File: src/rtl/i2c_regport.sv
`timescale 1ns/1ps
module i2c_regport #(
  parameter logic [6:0] DEV_ADDR = 7'h48,
  parameter logic [7:0] FIRST_WR = 8'h07,
  parameter logic [7:0] LAST_REG = 8'h12,
  parameter logic [7:0] GC_CMD   = 8'h06,
  parameter logic [7:0] FILL     = 8'hFF
) (
  input  logic       clk,
  input  logic       rst_n,
  input  logic       scl_i,
  input  logic       sda_i,
  output logic       sda_oe,
  output logic [7:0] reg_addr,
  output logic       reg_wr_en,
  output logic [7:0] reg_wdata,
  output logic       reg_rd_en,
  input  logic [7:0] reg_rdata,
  output logic       read_active,
  output logic       gc_reset
);

  typedef enum logic [2:0] {S_IDLE, S_RX, S_RACK, S_TX, S_TACK} state_t;
  typedef enum logic [1:0] {K_ADDR, K_PTR, K_DATA, K_GC} kind_t;

  logic [1:0] scl_sy, sda_sy;
  logic       scl_q, sda_q;
  state_t     st;
  kind_t      kind;
  logic [3:0] bitcnt;
  logic [7:0] sh, ptr;
  logic       go_tx, gc_done, mack;

  always_ff @(posedge clk or negedge rst_n)
    if (!rst_n) begin
      scl_sy <= 2'b11;
      sda_sy <= 2'b11;
      scl_q  <= 1'b1;
      sda_q  <= 1'b1;
    end else begin
      scl_sy <= {scl_sy[0], scl_i};
      sda_sy <= {sda_sy[0], sda_i};
      scl_q  <= scl_sy[1];
      sda_q  <= sda_sy[1];
    end

  logic scl_s, sda_s, scl_rise, scl_fall, bus_start, bus_stop;
  assign scl_s     = scl_sy[1];
  assign sda_s     = sda_sy[1];
  assign scl_rise  = scl_s & ~scl_q;
  assign scl_fall  = ~scl_s & scl_q;
  assign bus_start = scl_s & scl_q & sda_q & ~sda_s;
  assign bus_stop  = scl_s & scl_q & ~sda_q & sda_s;

  logic byte_end, addr_hit, gc_hit, ptr_rd_ok, ptr_wr_ok, tx_load, ack_now;
  logic [7:0] tx_byte;
  assign byte_end  = (st == S_RX) && scl_fall && (bitcnt == 4'd8);
  assign addr_hit  = (sh[7:1] == DEV_ADDR);
  assign gc_hit    = (sh == 8'h00);
  assign ptr_rd_ok = (ptr <= LAST_REG);
  assign ptr_wr_ok = (ptr >= FIRST_WR) && (ptr <= LAST_REG);
  assign tx_load   = scl_fall && (((st == S_RACK) && go_tx) || ((st == S_TACK) && mack));
  assign tx_byte   = ptr_rd_ok ? reg_rdata : FILL;

  always_comb
    case (kind)
      K_ADDR:  ack_now = addr_hit | gc_hit;
      K_GC:    ack_now = (sh == GC_CMD);
      default: ack_now = 1'b1;
    endcase

  assign reg_addr  = ptr;
  assign reg_wdata = sh;
  assign reg_wr_en = byte_end && (kind == K_DATA) && ptr_wr_ok;
  assign reg_rd_en = tx_load && ptr_rd_ok;
  assign gc_reset  = byte_end && (kind == K_GC) && (sh == GC_CMD);

  always_ff @(posedge clk or negedge rst_n)
    if (!rst_n) begin
      st          <= S_IDLE;
      kind        <= K_ADDR;
      bitcnt      <= 4'd0;
      sh          <= 8'h00;
      ptr         <= 8'h00;
      go_tx       <= 1'b0;
      gc_done     <= 1'b0;
      mack        <= 1'b0;
      sda_oe      <= 1'b0;
      read_active <= 1'b0;
    end else if (bus_stop) begin
      st          <= S_IDLE;
      ptr         <= 8'h00;
      sda_oe      <= 1'b0;
      read_active <= 1'b0;
    end else if (bus_start) begin
      st     <= S_RX;
      kind   <= K_ADDR;
      bitcnt <= 4'd0;
      sda_oe <= 1'b0;
    end else if (tx_load) begin
      sda_oe <= ~tx_byte[7];
      sh     <= {tx_byte[6:0], 1'b0};
      bitcnt <= 4'd1;
      st     <= S_TX;
    end else begin
      case (st)
        S_RX:
          if (scl_rise && bitcnt != 4'd8) begin
            sh     <= {sh[6:0], sda_s};
            bitcnt <= bitcnt + 4'd1;
          end else if (byte_end) begin
            bitcnt <= 4'd0;
            if (!ack_now) st <= S_IDLE;
            else begin
              st      <= S_RACK;
              sda_oe  <= 1'b1;
              go_tx   <= 1'b0;
              gc_done <= 1'b0;
              case (kind)
                K_ADDR:
                  if (addr_hit && sh[0]) begin
                    go_tx       <= 1'b1;
                    read_active <= 1'b1;
                  end else if (addr_hit) kind <= K_PTR;
                  else kind <= K_GC;
                K_PTR: begin
                  ptr  <= sh;
                  kind <= K_DATA;
                end
                K_DATA: ptr <= ptr + 8'd1;
                default: gc_done <= 1'b1;
              endcase
            end
          end
        S_RACK:
          if (scl_fall) begin
            sda_oe <= 1'b0;
            st     <= gc_done ? S_IDLE : S_RX;
          end
        S_TX:
          if (scl_fall) begin
            if (bitcnt == 4'd8) begin
              sda_oe <= 1'b0;
              st     <= S_TACK;
            end else begin
              sda_oe <= ~sh[7];
              sh     <= {sh[6:0], 1'b0};
              bitcnt <= bitcnt + 4'd1;
            end
          end
        S_TACK:
          if (scl_rise) begin
            mack <= ~sda_s;
            if (!sda_s) ptr <= ptr + 8'd1;
          end else if (scl_fall) st <= S_IDLE;
        default: ;
      endcase
    end

endmodule

File: config.mk
export PLATFORM = sky130hd
export DESIGN_NAME = i2c_regport
export DESIGN_NICKNAME = d
export VERILOG_FILES = /design/src/rtl/i2c_regport.sv
export SDC_FILE = /design/constraint.sdc
export NUM_CORES = 1
export LEC_CHECK = 0
export ABC_AREA = 1
export ABC_CLOCK_PERIOD_IN_PS = 2760
export BUFFER_PORTS_ARGS = -buffer_cell sky130_fd_sc_hd__buf_2
export CORE_ASPECT_RATIO = 1.5
export CORE_MARGIN = 8
export CORE_UTILIZATION = 41
export CTS_CLUSTER_DIAMETER = 120
export DETAILED_ROUTE_END_ITERATION = 12
export PLACE_DENSITY = 0.65
export SYNTH_ARGS = -nofsm -noshare
export SYNTH_HDL_FRONTEND = slang
export SYNTH_SLANG_ARGS = --single-unit
File: constraint.sdc
create_clock -name clk -period 2.76 [get_ports clk]
set_clock_uncertainty 0.2 [all_clocks]
set_input_delay 0.414 -clock clk [delete_from_list [all_inputs] [get_ports clk]]
set_output_delay 0.414 -clock clk [all_outputs]
set_load 0.02 [all_outputs]
==> flow_metrics.py, run 1 <==
metrics = {
    "synthesis": {
        "synth-async-reset-ratio_pct": 100,
        "yosys.area.top_type_share_pct": 31.8,
        "synth_cell_types": 34,
        "ys_warn_count": 0,
        "yosysMostFrequentCell": "nand2_1",
        "yosysTopAreaCell": "dfrtp_1",
        "syn_avg_cell_area_um2": 7.22,
        "synthTopCellsByArea": "dfrtp_1, nand2_1, inv_1",
        "yosysSeqAreaShare_pct": 38.5,
        "synth_fp_nets": 347,
        "syn-cell-area_mm2": 0.00236,
        "synth_seq_cells": 36,
        "syn_inst": 327,
        "synth-edff-count": 0,
        "synth_flop_cell": "dfrtp_1",
        "ys_top_cells_by_count": "nand2_1, inv_1, nor2_1",
    },
    "clocking": {
        "max-clock-path-buffers": 2,
        "cts_resized": 0,
        "worstSkewPairLatency_ns": 0.30,
        "cts_hold_buf": 0,
        "path_clk_slew_ns": 0.08,
        "numCtsBuffers": 5,
        "cts_tree": "yes",
        "cts_sinks": 36,
        "ctsRootBufferMaster": "clkbuf_8",
        "h-tree-depth": 2,
        "post_cts_buffers": 0,
    },
    "drt": {
        "ant_nets": 0,
        "via_per_inst": 5.23,
        "wl_um": 6210,
        "drt-initial-drc-count": 102,
        "firstDrtPassIters": 4,
        "wl_per_cell_um": 14.3,
        "drc": 0,
        "vias": 2273,
    },
    "power_and_ir_drop": {
        "p_sw_mw": 1.31,
        "swShare_pct": 48.9,
        "ir_drop_uv": 389,
        "p_total_mw": 2.69,
        "comb_power_share_pct": 51.4,
        "internal_power_mw": 1.37,
        "leakagePower_nw": 1.40,
        "seqPwrFrac_pct": 34.1,
        "pwr-share-clk_pct": 14.6,
        "p_per_area_mw_per_mm2": 1000,
    },
    "sta": {
        "timing_hold_violations_final": 9,
        "tightest_slew_ns": 0.778,
        "fin_tns_setup_ns": 0,
        "setup_viol": 0,
        "fin_ws_ns": 0.184,
        "period_minus_slack_ns": 2.58,
        "slew_headroom_pct": 48.1,
        "rsz0062_at_grt": "false",
        "slew_viol_final": 0,
        "fin_crit_sh_pct": 93.3,
        "whs_ns": -0.0158,
        "clock.fmax_mhz": 388,
    },
    "critical_path": {
        "reg2reg_from": "scl_q",
        "endpoint_kind": "output port",
        "cp.required_ns": 2.15,
        "cp_max_fo": 9,
        "crit_type": "reg -> out",
        "arrival_ns": 1.96,
        "ff2ff_path_depth": 8,
        "cp-start-kind": "register",
        "critical_path.startpoint": "scl_q",
    },
    "min_path": {
        "hold_path.class": "in -> async",
    },
    "outcome": {
        "status": "finished with violations",
        "failed_checks": "negative hold slack",
    },
    "final_layout": {
        "synthToLayoutAreaGrowth_pct": 13.6,
        "drive_gt1_share_pct": 17.9,
        "n_antenna_cell": 0,
        "nets": 382,
    },
    "place": {
        "dp_worst_setup_slack_ns": 0.491,
        "gp_congestion": 0.923,
        "hpwl_um": 4970,
        "port-buffer-count": 32,
    },
    "floorplanning": {
        "die-width_um": 77.9,
        "initial_core_util_pct": 41.4,
        "core_mm2": 0.00570,
        "io_pins": 33,
        "rows": 34,
        "die_y_um": 109,
        "dieArea_mm2": 0.00849,
    },
    "grt": {
        "grt_usage_pct": 15.2,
        "antenna_found_initial": 0,
        "grt_first_pass_wirelength_um": 10300,
        "grt-ovfl-total": 0,
        "grt_max_degree": 37,
        "grt_pass1_vias": 2308,
    },
    "job": {
        "max_cap_viol_count": 0,
    },
}
-- power by group through the flow --
stage / Clock, mW / Sequential (mW) / Combinational [mW]
detailed placement: 0 / 0.925 / 1.38
finish: 0.392 / 0.915 / 1.38
global placement: 0 / 0.919 / 1.38
global route: 0.424 / 0.947 / 1.56
CTS: 0.409 / 0.915 / 1.39
floorplan: 0 / 0.983 / 0.946
-- critical path, cell delays in order, from the launching register on --
cell	delay [ns]
dfstp_2	0.53
inv_1	0.06
nor2_1	0.29
nand2_2	0.22
clkinv_1	0.19
nand2_2	0.14
inv_1	0.07
buf_2	0.16
-- final timing paths --
path	slack, ns	to
max in group asynchronous	1.86	reg_wdata[2]
setup reg to reg	0.43	sda_oe
hold / removal	-0.02	reg_wdata[4]
min in group clk	0.02	sda_sy[0]
hold reg to reg	0.16	sda_sy[1]
setup / recovery	0.18	reg_rd_en
-- state kept, by name, indices dropped and copies added (netlist names) --
register / flops
reg_addr: 8
st: 3
go_tx: 1
sda_q: 1
kind: 2
scl_sy: 2
gc_done: 1
mack: 1
sda_sy: 2
reg_wdata: 8
bitcnt: 4
scl_q: 1
read_active: 1
sda_oe: 1
-- per-stage QoR --
step / utilization (%) / cells / area, um^2
after CTS: 47.0 / 435 / 2680
after floorplan: - / 327 / 2360
after global placement: 45.4 / 427 / 2590
after detailed placement: 45.4 / 427 / 2590
after global routing: 47.0 / 435 / 2680
final: 47.0 / 435 / 2680
-- cell usage in the layout (no fill, tap or decap), drive strengths merged, types with 8 or more instances in the layout --
cell type / synthesis / routed
nand4: 10 / 10
nand3: 24 / 24
dfrtp: 30 / 30
inv: 45 / 45
nand2: 94 / 94
nor2: 36 / 36
ha: 8 / 8
buf: 2 / 33
o21ai: 32 / 32
-- cell families (layout without fill, tap and decap cells) --
family	Yosys count	after routing	synth area share [%]
buffers and inverters	51	87	8.59
adder cells (fa/ha/maj)	8	8	4.24
XOR/XNOR	4	4	1.48
AND/OR/NAND/NOR	175	175	34.2
AO/OA/AOI/OAI	53	53	13.0
flip-flops	36	36	38.5
-- layout make-up --
cell class                      instances  area [um^2]
Fill cell                             601         3020
Multi-Input combinational cell        240         1250
Sequential cell                        36          908
Inverter                               46          173
Timing Repair Buffer                   33          168
Tap cell                               72         90.1
Clock buffer                            7         86.3
Clock inverter                          1         7.51
-- metal layers --
layer / track usage [%] / vias up / share of wire, % / wire [um]
met5: 0 / - / 0 / 0
met4: 10.5 / 0 / 5.0 / 312
met3: 3.38 / 29 / 4.3 / 268
met2: 29.0 / 64 / 53 / 3290
met1: 14.0 / 1039 / 38 / 2330
li1: - / 1141 / - / -
No activity file was read; power rests on OpenSTA's default activity.
==> inputs of run 2 (changes only) <==
--- a/config.mk
+++ b/config.mk
@@ -10,10 +10,12 @@
 export BUFFER_PORTS_ARGS = -buffer_cell sky130_fd_sc_hd__buf_2
 export CORE_ASPECT_RATIO = 1.5
 export CORE_MARGIN = 8
-export CORE_UTILIZATION = 41
+export CORE_UTILIZATION = 40
 export CTS_CLUSTER_DIAMETER = 120
 export DETAILED_ROUTE_END_ITERATION = 12
-export PLACE_DENSITY = 0.65
+export GPL_TIMING_DRIVEN = 0
+export PLACE_DENSITY = 0.64
+export SKIP_LAST_GASP = 1
 export SYNTH_ARGS = -nofsm -noshare
 export SYNTH_HDL_FRONTEND = slang
 export SYNTH_SLANG_ARGS = --single-unit
==> run 2 against run 1 <==
  * Critical endpoint is now reg_wr_en
  * Utilization grew 0.83 points
  * The flow now finishes without violations
  * Routed wire length grew 1.1%
  * Largest power group unchanged
  * Setup slack got worse by 0.021 ns
  * Critical path type unchanged
==> flow_metrics.py, run 2 (same netlist as run 1, synthesis figures left out) <==
metrics = {
    "power_and_ir_drop": {
        "ir_drop_uv": 326,
        "leakagePower_nw": 1.43,
        "p_per_area_mw_per_mm2": 1010,
        "p_total_mw": 2.79,
    },
    "critical_path": {
        "cp.required_ns": 2.15,
        "ff2ff_path_depth": 8,
        "crit_type": "reg -> out",
        "cp-start-kind": "register",
        "cp_max_fo": 5,
        "endpoint_kind": "output port",
        "arrival_ns": 1.98,
    },
    "floorplanning": {
        "core_mm2": 0.00574,
        "rows": 34,
        "die-width_um": 78.7,
        "io_pins": 33,
        "die_y_um": 110,
        "initial_core_util_pct": 41.1,
        "dieArea_mm2": 0.00866,
    },
    "grt": {
        "grt_usage_pct": 15.4,
        "antenna_found_initial": 0,
        "grt-ovfl-total": 0,
        "grt_pass1_vias": 2348,
        "grt_max_degree": 37,
        "grt_first_pass_wirelength_um": 10600,
    },
    "sta": {
        "period_minus_slack_ns": 2.60,
        "timing_hold_violations_final": 0,
        "slew_viol_final": 0,
        "clock.fmax_mhz": 385,
        "rsz0062_at_grt": "true",
        "slew_headroom_pct": 45.3,
        "fin_ws_ns": 0.163,
        "setup_viol": 0,
        "tightest_slew_ns": 0.821,
        "fin_tns_setup_ns": 0,
        "fin_crit_sh_pct": 94.1,
        "whs_ns": 0.000345,
    },
    "final_layout": {
        "fill_cells": 609,
        "drive_gt1_share_pct": 18.4,
        "synthToLayoutAreaGrowth_pct": 16.5,
        "final_cell_mix": "nand2_1, inv_1, buf_2, nor2_1, dfrtp_1",
        "post-route-util_pct": 47.9,
        "n_antenna_cell": 0,
        "layout_commonest_cell": "nand2_1",
        "nets": 388,
    },
    "clocking": {
        "numCtsBuffers": 5,
        "path_clk_slew_ns": 0.08,
        "cts_sinks": 36,
        "h-tree-depth": 2,
        "cts_tree": "yes",
        "max-clock-path-buffers": 2,
        "ctsRootBufferMaster": "clkbuf_8",
        "worstSkewPairLatency_ns": 0.30,
    },
    "drt": {
        "drc": 0,
        "firstDrtPassIters": 4,
        "wl_per_cell_um": 14.2,
        "via_per_inst": 5.15,
        "wl_um": 6280,
        "drt-initial-drc-count": 133,
        "vias": 2269,
        "ant_nets": 0,
    },
    "place": {
        "gp_congestion": 0.864,
        "dp_worst_setup_slack_ns": 0.431,
        "port-buffer-count": 32,
        "hpwl_um": 4770,
    },
    "outcome": {
        "status": "finished, final reports clean",
    },
    "min_path": {
        "hold_path.class": "in -> async",
    },
    "job": {
        "max_cap_viol_count": 0,
    },
}
[run 2: report_power, final]
group          total, mW  switching, mW  internal (mW)
registers          0.912          0.222          0.690
logic               1.40          0.898          0.503
clock network      0.477          0.210          0.267
total               2.79           1.33           1.46
[run 2: layer usage]
metal  vias to the layer above  track usage [%]  part of all wire [%]
li1                       1149                -                     -
met4                         0             8.51                   3.3
met1                      1044             14.7                    38
met5                         -                0                     0
met3                        15             4.06                   5.3
met2                        61             29.3                    54
[run 2: worst paths after layout]
kind / start / to / slack (ns)
max: bitcnt[0] / reg_wr_en / 0.16
min: rst_n / reg_wdata[4] / 0.0003
max reg2reg: scl_q / sda_oe / 0.70
min reg2reg: scl_sy[0] / scl_sy[1] / 0.16
max in group asynchronous: rst_n / gc_done / 1.84
min in group clk: scl_sy[0] / scl_sy[1] / 0.16
[run 2: metrics by stage]
step           cells  cell area (um^2)
6_report         441              2750
5_1_grt          441              2750
4_1_cts          441              2740
3_5_place_dp     431              2610
3_3_place_gp     431              2610
2_1_floorplan    327              2360
[run 2: layout make-up]
| cell class | instances | area (um^2) | area share [%] |
|---|---|---|---|
| timing repair buffer | 34 | 180 | 6.55 |
| tap | 72 | 90.1 | 3.28 |
| buffer | 5 | 30.0 | 1.09 |
| inverter | 46 | 173 | 6.28 |
| sequential | 36 | 908 | 33.0 |
| clock buffer | 5 | 68.8 | 2.50 |
| multi-input combinational | 240 | 1260 | 45.7 |
| clock inverter | 3 | 42.5 | 1.55 |
[run 2: worst max-delay path: stages, from the launching register on]
cell and delay, ns:
dfrtp_1 0.41, inv_1 0.09, ha_1 0.14, nand2_1 0.09
nor2_4 0.15, nand3_2 0.17, inv_1 0.16, nand2_1 0.08
nor3_1 0.20, buf_2 0.20
[run 2: timing repair]
action / in CTS / in global routing
gates resized for setup: 0 / 2
setup endpoints to repair: 0 / 2
buffers inserted: 0 / 0
hold buffers: 2 / 0
endpoints found under the hold margin: 2 / 0
==> inputs of run 3 (changes only) <==
--- a/config.mk
+++ b/config.mk
@@ -15,6 +15,7 @@
 export DETAILED_ROUTE_END_ITERATION = 12
 export GPL_TIMING_DRIVEN = 0
 export PLACE_DENSITY = 0.64
+export SETUP_SLACK_MARGIN = 0.2
 export SKIP_LAST_GASP = 1
 export SYNTH_ARGS = -nofsm -noshare
 export SYNTH_HDL_FRONTEND = slang
==> run 3 against run 2 <==
  * The flow now finishes with violations (negative hold slack)
  * Hold slack lost 0.0042 ns
  * Power up 1.2%
  * Sequential share of layout area down 0.53 points
  * First-iteration DRC count down 20%
  * Register-to-register slack lost 0.07 ns
  * Sequential cell count did not move
  * Global-route usage shrank 0.051 points
  * Clock-buffer cell count stayed put
  * Cell count rose by 0.45%
  * Die area did not move
==> flow_metrics.py, run 3 (same netlist as run 1, synthesis figures left out) <==
metrics = {
    "floorplanning": {
        "io_pins": 33,
        "initial_core_util_pct": 41.1,
        "dieArea_mm2": 0.00866,
        "core_mm2": 0.00574,
        "die_y_um": 110,
        "die-width_um": 78.7,
        "rows": 34,
    },
    "final_layout": {
        "fin_cells": 443,
        "drive_gt1_share_pct": 19.9,
        "layout_commonest_cell": "nand2_1",
        "nets": 390,
        "final_cell_mix": "nand2_1, inv_1, nor2_1, buf_2, dfrtp_1",
        "n_antenna_cell": 0,
        "final_cell_area_mm2": 0.00279,
        "fill_cells": 599,
        "post-route-util_pct": 48.6,
        "synthToLayoutAreaGrowth_pct": 18.4,
    },
    "drt": {
        "wl_um": 6310,
        "firstDrtPassIters": 6,
        "via_per_inst": 5.13,
        "drt-initial-drc-count": 106,
        "wl_per_cell_um": 14.2,
        "drc": 0,
        "ant_nets": 0,
        "vias": 2271,
    },
    "clocking": {
        "max-clock-path-buffers": 2,
        "cts_sinks": 36,
        "cts_tree": "yes",
        "worstSkewPairLatency_ns": 0.30,
        "ctsRootBufferMaster": "clkbuf_8",
        "h-tree-depth": 2,
        "numCtsBuffers": 5,
        "path_clk_slew_ns": 0.08,
    },
    "critical_path": {
        "critical_path.startpoint": "bitcnt[0]",
        "cp.required_ns": 2.15,
        "crit_type": "reg -> out",
        "cp_max_fo": 5,
        "reg2reg_from": "bitcnt[0]",
        "endpoint_kind": "output port",
        "cp-start-kind": "register",
        "arrival_ns": 1.81,
    },
    "place": {
        "hpwl_um": 4770,
        "gp_congestion": 0.864,
        "port-buffer-count": 32,
        "dpl_cell_area_mm2": 0.00261,
        "place_inst": 431,
    },
    "power_and_ir_drop": {
        "p_total_mw": 2.82,
        "swShare_pct": 47.9,
        "pwr-share-clk_pct": 17.0,
        "comb_power_share_pct": 50.8,
        "p_sw_mw": 1.35,
        "ir_drop_uv": 329,
        "internal_power_mw": 1.47,
        "p_per_area_mw_per_mm2": 1010,
        "leakagePower_nw": 1.46,
        "seqPwrFrac_pct": 32.3,
    },
    "sta": {
        "tightest_slew_ns": 0.827,
        "timing_hold_violations_final": 5,
        "period_minus_slack_ns": 2.42,
        "whs_ns": -0.00390,
        "slew_viol_final": 0,
        "setup_viol": 0,
        "slew_headroom_pct": 44.9,
        "fin_tns_setup_ns": 0,
        "clock.fmax_mhz": 413,
        "rsz0062_at_grt": "true",
        "fin_crit_sh_pct": 87.7,
    },
    "min_path": {
        "hold_path.class": "in -> async",
    },
    "grt": {
        "grt_first_pass_wirelength_um": 10600,
        "grt-ovfl-total": 0,
        "grt_usage_pct": 15.4,
        "grt_pass1_vias": 2347,
        "grt_max_degree": 37,
        "antenna_found_initial": 0,
    },
    "outcome": {
        "failed_checks": "negative hold slack",
        "status": "finished with violations",
    },
    "job": {
        "max_cap_viol_count": 0,
    },
}
==> run 3: worst paths after layout <==
check	to	slack, ns	cells past startpoint
worst max-delay path	reg_wr_en	0.34	9
worst min-delay path	reg_wdata[5]	-0.004	1
worst max register to register	reg_addr[4]	0.63	13
worst min register to register	scl_sy[1]	0.16	0
max in group asynchronous	gc_done	1.83	1
min in group clk	scl_sy[1]	0.16	0
==> run 3: timing repair <==
| action | CTS | global route |
|---|---|---|
| setup buffers | 0 | 2 |
| hold buffers | 2 | 0 |
| endpoints found under the setup margin | 2 | 2 |
| gates resized for setup | 5 | 5 |
| pin swaps | 0 | 1 |
| hold endpoints to repair | 2 | 0 |
==> run 3: power groups by stage <==
stage | Combinational, mW | Sequential, mW | Clock (mW)
2_1_floorplan | 0.946 | 0.983 | 0
3_3_place_gp | 1.38 | 0.919 | 0
3_5_place_dp | 1.40 | 0.921 | 0
4_1_cts | 1.41 | 0.913 | 0.493
5_1_grt | 1.64 | 0.943 | 0.510
6_report | 1.43 | 0.912 | 0.479
==> run 3: metal layers <==
| layer | GRT usage (%) | up-vias | share of wire [%] |
|---|---|---|---|
| li1 | - | 1155 | - |
| met3 | 4.06 | 14 | 5.3 |
| met5 | 0 | - | 0 |
| met2 | 28.9 | 54 | 54 |
| met1 | 14.7 | 1048 | 38 |
| met4 | 8.91 | 0 | 2.7 |
==> run 3: critical path: stages, from the launching register on <==
cell	delay, ns
dfrtp_1	0.39
inv_1	0.08
ha_1	0.14
nand2_1	0.09
nor2_4	0.17
nand3_4	0.12
inv_2	0.10
nand2_1	0.07
nor3_2	0.16
buf_4	0.16
==> run 3: cell type report <==
class | instances | area (um^2) | area share, %
buffer | 5 | 30.0 | 1.07
timing repair buffer | 36 | 198 | 7.08
tap | 72 | 90.1 | 3.22
clock buffer | 5 | 68.8 | 2.46
inverter | 46 | 174 | 6.22
clock inverter | 3 | 42.5 | 1.52
sequential | 36 | 908 | 32.5
multi-input combinational | 240 | 1280 | 45.9
==> run 3: per-stage QoR <==
stage	setup WS, ns	hold WS (ns)
after floorplan	0.549	-0.0816
after global placement	0.380	0.146
after detailed placement	0.431	0.148
after CTS	0.218	0.0370
after global routing	0.189	0.0732
final	0.340	-0.00390
